File: src/rtl/fir_sym_pkg.sv
package fir_sym_pkg;
  localparam int COEF_W   = 16;
  localparam int MAX_HALF = 8;

  function automatic int half_count(input int taps);
    return (taps + 1) / 2;
  endfunction

  function automatic int acc_width(input int dw, input int taps);
    return dw + COEF_W + $clog2(taps);
  endfunction
endpackage

File: src/rtl/fir_sym_products.sv
// One multiplier per distinct coefficient; each product feeds both mirror taps.
module fir_sym_products
  import fir_sym_pkg::*;
#(
  parameter int DATA_W = 16,
  parameter int NTAPS  = 7,
  parameter logic [MAX_HALF*COEF_W-1:0] HALF_COEFS = '0,
  localparam int NHALF = half_count(NTAPS),
  localparam int PW    = DATA_W + COEF_W
) (
  input  logic signed [DATA_W-1:0]   sample,
  output logic [NHALF-1:0][PW-1:0]   prod
);
  logic signed [PW-1:0] sx;
  assign sx = PW'(sample);

  for (genvar j = 0; j < NHALF; j++) begin : g_mul
    logic signed [COEF_W-1:0] c;
    logic signed [PW-1:0]     cx;
    assign c  = HALF_COEFS[j*COEF_W +: COEF_W];
    assign cx = PW'(c);
    assign prod[j] = sx * cx;
  end
endmodule

File: src/rtl/fir_sym_chain.sv
// Transposed partial-sum chain; mirror taps reuse the shared product.
module fir_sym_chain
  import fir_sym_pkg::*;
#(
  parameter int NTAPS   = 7,
  parameter int PW      = 32,
  parameter int ACC_W   = 35,
  parameter bit NEG_SYM = 1'b0,
  localparam int NHALF  = half_count(NTAPS)
) (
  input  logic                      clk,
  input  logic                      rst,
  input  logic                      advance,
  input  logic [NHALF-1:0][PW-1:0]  prod,
  output logic signed [ACC_W-1:0]   tail
);
  logic signed [ACC_W-1:0] term [NTAPS];
  logic signed [ACC_W-1:0] acc  [NTAPS];

  for (genvar k = 0; k < NTAPS; k++) begin : g_term
    localparam int MIR  = (k < NHALF) ? k : NTAPS - 1 - k;
    localparam bit FLIP = NEG_SYM && (k >= NHALF);
    logic signed [ACC_W-1:0] ext;
    assign ext = ACC_W'($signed(prod[MIR]));
    if (FLIP) begin : g_sub
      assign term[k] = -ext;
    end else begin : g_add
      assign term[k] = ext;
    end
  end

  always_ff @(posedge clk) begin
    if (rst) begin
      for (int i = 0; i < NTAPS; i++) acc[i] <= '0;
    end else if (advance) begin
      acc[0] <= term[NTAPS-1];
      for (int i = 1; i < NTAPS; i++) acc[i] <= acc[i-1] + term[NTAPS-1-i];
    end
  end

  assign tail = acc[NTAPS-1];
endmodule

File: src/rtl/fir_sym_ctrl.sv
// Stream handshake and fill tracking.
module fir_sym_ctrl #(
  parameter int NTAPS = 7,
  localparam int CW   = $clog2(NTAPS + 1)
) (
  input  logic clk,
  input  logic rst,
  input  logic in_valid,
  input  logic out_ready,
  output logic in_ready,
  output logic advance,
  output logic out_valid
);
  logic [CW-1:0] filled;
  logic          primed_next;

  assign in_ready    = !out_valid || out_ready;
  assign advance     = in_valid && in_ready;
  assign primed_next = filled >= CW'(NTAPS - 1);

  always_ff @(posedge clk) begin
    if (rst) begin
      filled    <= '0;
      out_valid <= 1'b0;
    end else if (advance) begin
      if (filled != CW'(NTAPS)) filled <= filled + 1'b1;
      out_valid <= primed_next;
    end else if (out_ready) begin
      out_valid <= 1'b0;
    end
  end
endmodule

File: src/rtl/fir_sym_transpose.sv
module fir_sym_transpose
  import fir_sym_pkg::*;
#(
  parameter int DATA_W  = 16,
  parameter int NTAPS   = 7,
  parameter bit NEG_SYM = 1'b0,
  parameter logic [MAX_HALF*COEF_W-1:0] HALF_COEFS = {
    {(MAX_HALF-4){16'h0000}}, 16'h0100, 16'hFF80, 16'h0040, 16'h0010},
  localparam int NHALF = half_count(NTAPS),
  localparam int PW    = DATA_W + COEF_W,
  localparam int ACC_W = acc_width(DATA_W, NTAPS)
) (
  input  logic                    clk,
  input  logic                    rst,
  input  logic                    in_valid,
  output logic                    in_ready,
  input  logic signed [DATA_W-1:0] in_data,
  output logic                    out_valid,
  input  logic                    out_ready,
  output logic signed [ACC_W-1:0] out_data
);
  logic                     advance;
  logic [NHALF-1:0][PW-1:0] prod;

  fir_sym_ctrl #(.NTAPS(NTAPS)) u_ctrl (
    .clk(clk), .rst(rst), .in_valid(in_valid), .out_ready(out_ready),
    .in_ready(in_ready), .advance(advance), .out_valid(out_valid)
  );

  fir_sym_products #(.DATA_W(DATA_W), .NTAPS(NTAPS), .HALF_COEFS(HALF_COEFS)) u_prod (
    .sample(in_data), .prod(prod)
  );

  fir_sym_chain #(.NTAPS(NTAPS), .PW(PW), .ACC_W(ACC_W), .NEG_SYM(NEG_SYM)) u_chain (
    .clk(clk), .rst(rst), .advance(advance), .prod(prod), .tail(out_data)
  );
endmodule

File: config.mk
export PLATFORM = sky130hd
export DESIGN_NAME = fir_sym_transpose
export DESIGN_NICKNAME = d
export VERILOG_FILES = /design/src/rtl/fir_sym_pkg.sv /design/src/rtl/fir_sym_products.sv /design/src/rtl/fir_sym_chain.sv /design/src/rtl/fir_sym_ctrl.sv /design/src/rtl/fir_sym_transpose.sv
export SDC_FILE = /design/constraint.sdc
export NUM_CORES = 1
export LEC_CHECK = 0
export BUFFER_PORTS_ARGS = -buffer_cell sky130_fd_sc_hd__buf_2
export CAP_MARGIN = 20
export CORE_MARGIN = 1.5
export CORE_UTILIZATION = 46
export DETAILED_ROUTE_END_ITERATION = 7
export HOLD_SLACK_MARGIN = 0.05
export SLEW_MARGIN = 20
export SYNTH_ARGS = -nofsm -noshare
export SYNTH_HDL_FRONTEND = slang
export SYNTH_SLANG_ARGS = --single-unit
File: constraint.sdc
create_clock -name clk -period 6.79 [get_ports clk]
set_input_delay 0.3395 -clock clk [delete_from_list [all_inputs] [get_ports clk]]
set_output_delay 0.3395 -clock clk [all_outputs]
set_load 0.1 [all_outputs]
==> impl.org <==
** Clock network
- Clk Tree Root Cell :: clkbuf_16
- H-tree levels :: 1
- Number of buffers added by the clock tree synthesis step :: 26
- After clock tree synthesis, the repair step resized 0 gates.
- At the later pin of the worst-skew pair, clock insertion delay measures 0.56 ns.
- Buffers added to address setup during post-CTS repair amount to 0.
- Clock tree buffer depth :: 3
- Clock-pin slew was measured on the worst setup and hold paths at ~0.060 ns.
- Clock tree synthesis found a total of roughly 200 sinks.
- In this run, post-CTS hold repair placed 0 buffers.
- TritonCTS clock tree :: yes

** Yosys
- Top cells by count, synth :: 202 x edfxtp_1, 166 x ha_1, 159 x nor2_1
- In the synthesized netlist the async set-or-reset flop fraction comes to 0%.
- By area, the combinational part of the netlist is dominated by compound AO/OA/AOI/OAI gates.
- Adder and majority cell fraction of the synthesized area :: between 10% and 20%
- Sequential cells were found to cover between 30% and 40% of the synthesized design area.
- Number of synthesized register bits :: 206
- Most numerous cell in the Yosys netlist :: edfxtp_1
- Synthesized instance count :: between 1.5k and 2k
- Summing the areas of all and, or, nand and nor instances in the mapped netlist gives 17.1% of the synthesized area.
- Syn avg cell area :: between 9 and 10 sq um
- The synthesized netlist occupies a cell area of 16,300 sq um.
- Yosys warning total :: 0
- After Yosys synthesis, XOR and XNOR cells account for roughly 4.5% of the synthesized area.
- After synthesis, the cell types taking the most area are edfxtp_1 37%, ha_1 13%, a21oi_1 4.1%.
- Yosys mapped the design onto between 80 and 90 distinct sky130hd cell types.
- Multiplexer area fraction after synthesis :: 0.906%
- The share of synthesized area in the top cell type comes to 37.2%.
- The biggest area contributor in the post-synthesis netlist is edfxtp_1.
- The synthesized netlist devotes 22.2% of its cell area to compound gates.
- Yosys mapped a number of flops with a built-in enable equal to approximately 200.
- The most used flip-flop cell after synthesis is edfxtp_1.

** Floorplanning
- Standard cell core area :: roughly 35,000 sq um
- Die area :: between 30,000 and 40,000 sq um
- between 50 and 60 I/O pins were placed.
- Die Ht :: roughly 190 microns
- Initial cell density of the core :: between 40% and 50%
- In this run the horizontal extent of the chip is ~190 microns.
- Cell Rows :: between 60 and 70

** Power
- Fraction of power consumed by combinational cells :: between 30% and 40%
- The internal power of the cells totals roughly 3.0 mW.
- Net switching is a little over a third of the power.
- Max VDD drop :: 0.226 mV
- Summed over all nets, the switching power comes to 1.61 mW.
- Flop pwr share :: 35.4%
- Dividing total power by cell area gives a power density of 259 nW/um^2.
- Relative contribution of the clock network to total power :: between 30% and 40%
- Static leakage :: 7.37 nW

** Critical path
- Critical Setup Path Class :: in2reg
- For this run, the slowest stage of the critical path takes around 0.37 ns.
- The worst setup path is launched from a primary input.
- Flop2flop setup slack :: between 3 and 4 ns
- Critical-path top delay cell :: a221oi_1
- Along the worst path, the maximum fanout reaches 7.
- For the worst setup path, the data required time is roughly 7.2 ns.
- Crit end category :: register
- The signal on the critical path passes through buf_2 -> inv_1 -> ha_1 -> nand3b_1 -> or3_1 -> nor3_1 -> xnor2_1 -> ha_1 -> a21oi_1 -> o21bai_1 -> a221oi_1 -> a211oi_1 -> o21a_1 -> or3_1 -> a21oi_1.
- Data arrival time at the worst-slack endpoint :: 4.22 ns

** Placed design
- Detail Placement HPWL :: around 29 mm
- OpenSTA, run right after detailed placement, puts the worst setup slack at ~2.4 ns.
- Routability-driven placement finished with a final weighted congestion of roughly 0.94.
- The count of buffers added on input and output ports is between 50 and 60.
- Post-Place Cell Area :: approximately 17,000 sq um

** Route
- Number of design rule violations left after detail routing :: 0
- DR iter-0 viols :: 635
- After detailed routing, the total wire length is 39.7 mm.
- Routed vias :: roughly 13k
- The detail route stage leaves a number of antenna-violating nets equal to 0.
- Using the TritonRoute via totals, the vias-per-cell ratio works out to a little under 6.
- Drt pass-1 iters :: 6
- Dividing the detail-routed wire length by the instance count gives 18.1 microns.

** Timing
- Final Skew :: between 0.02 and 0.025 ns
- Final hold viol count :: 0
- Highest achievable clock rate :: between 200 and 300 MHz
- The routed design could run at a clock period as short as 3.81 ns.
- Headroom to the max-slew limit came out at a little under half.
- Setup slack closes at ~3 ns.
- Final Max Tran Viols :: 0
- At the pin with the least slew margin, the transition time is slightly above 0.8 ns.
- Setup violations remaining at the end of the flow were counted as 0.
- Summed over all failing endpoints, the final setup total negative slack is 0 ns.
- Portion of the clock cycle consumed by the worst path in the final layout :: between 50 and 60%
- Unrepaired setup endpoints after global routing :: false

** Worst hold path
- Worst Hold Class :: in2reg

** Layout
- Summed area of non-filler cells in the final layout :: roughly 18,000 sq um
- Final nets :: 1,908
- End-of-flow core utilization :: between 50% and 60%
- Area growth, synth to finish :: 8.19%
- Fraction of final layout cells with drive strength greater than 1 :: under 10%
- Number of antenna cells inserted :: 0

** Global routing
- Entering global routing, the biggest net connects around 200 pins.
- The first global-routing pass estimated between 60 and 70 mm of wire.
- Across every metal layer, demand over resource in global routing totals 21.7%.
- Number of antenna violations at the first check in global routing :: 0
- Global routing finished with a remaining overflow of 0.
- The number of global-route vias before repair was ~13k.

** Outcome
- The flow ran to the end, and the final reports show no timing, DRC or antenna violations.

** Job
- Across the run, the number of max-cap violations was 0.
kinds of logic (layout without fill, tap and decap cells):
kind of cell / after synthesis / count (layout)
AND/OR/NAND/NOR: 559 / 559
AO/OA/AOI/OAI: 541 / 541
flip-flops: 206 / 206
adder cells (fa/ha/maj): 172 / 172
buffers and inverters: 139 / 157
XOR/XNOR: 83 / 83
multiplexers: 14 / 14
other: 1 / 4
metrics by stage:
stage	hold slack, ns	power (mW)	cells
floorplan	0.471	2.89	1718
global placement	0.495	3.15	2142
detailed placement	0.501	3.16	2142
CTS	0.0805	4.58	2190
global route	0.118	4.80	2191
finish	0.0967	4.56	2191
power by group through the flow:
stage | clock (mW) | combinational (mW) | sequential [mW]
6_report | 1.41 | 1.54 | 1.61
3_3_place_gp | 0 | 1.51 | 1.64
4_1_cts | 1.44 | 1.53 | 1.62
2_1_floorplan | 0 | 1.26 | 1.63
3_5_place_dp | 0 | 1.52 | 1.64
5_1_grt | 1.48 | 1.70 | 1.63
worst paths after layout:
kind | start | endpoint | depth (start not counted)
setup / recovery | in_data[1] | u_chain.acc[0][174]$_SDFFCE_PN0P_ | 15
hold / removal | in_valid | u_ctrl.out_valid$_SDFFE_PP0P_ | 3
setup reg to reg | u_chain.acc[0][42]$_SDFFCE_PN0P_ | u_chain.acc[0][101]$_SDFFCE_PN0P_ | 9
hold reg to reg | u_chain.acc[0][74]$_SDFFCE_PN0P_ | u_chain.acc[0][109]$_SDFFCE_PN0P_ | 1
cell type report:
type                    instances  area (sq um)
clock inverters                 5          75.1
multi-input cells            1373          9510
flip-flops and latches        206          6150
repair buffers                 61           360
inverters                      48           180
fillers                      3217         17100
well taps                     455           569
clock buffers                  43           786
state kept, by name, summed over array words and instances, names as in the netlist:
signal and count:
u_chain.acc 202, u_ctrl.filled 3, u_ctrl.out_valid 1
per-layer routing:
layer  global-route usage, %  share of wire, %  vias up
met5                       0                 0        -
met1                    27.3                46     6026
met2                    38.3                48      257
met4                    7.81               3.0        0
li1                        -                 -     6474
met3                    2.26               3.4       87
critical path, delay by kind of cell:
| kind | cells | cell delay, ns |
|---|---|---|
| AOI/OAI and AO/OA | 6 | 1.34 |
| and+or+nand+nor | 4 | 1.11 |
| adders and majority gates | 2 | 0.62 |
| buffers and inverters | 2 | 0.49 |
| xor gates and xnor gates | 1 | 0.31 |
placed cells by master, fill, tap and decap left out, types with 8 or more instances in the layout:
cell       count
a21boi_0      10
xnor2_1       34
o21ai_0       59
nand2_1       98
xor2_1        49
clkbuf_1      11
o31ai_1       13
clkbuf_16     27
nor3_1        72
a31oi_1       17
o21a_1        43
nor2_1       158
nand2b_1      13
a21o_1        68
a211oi_1      40
nor2b_1       28
inv_1         48
nand3_1       34
ha_1         166
mux2i_1        8
or3_1         13
a21oi_1      135
o21ai_1       35
nor3b_1       18
and2_1        51
o21bai_1      14
edfxtp_1     202
and3_1        20
nand4_1       24
o211ai_1      24
buf_2         52
No activity file was read; power rests on OpenSTA's default activity.
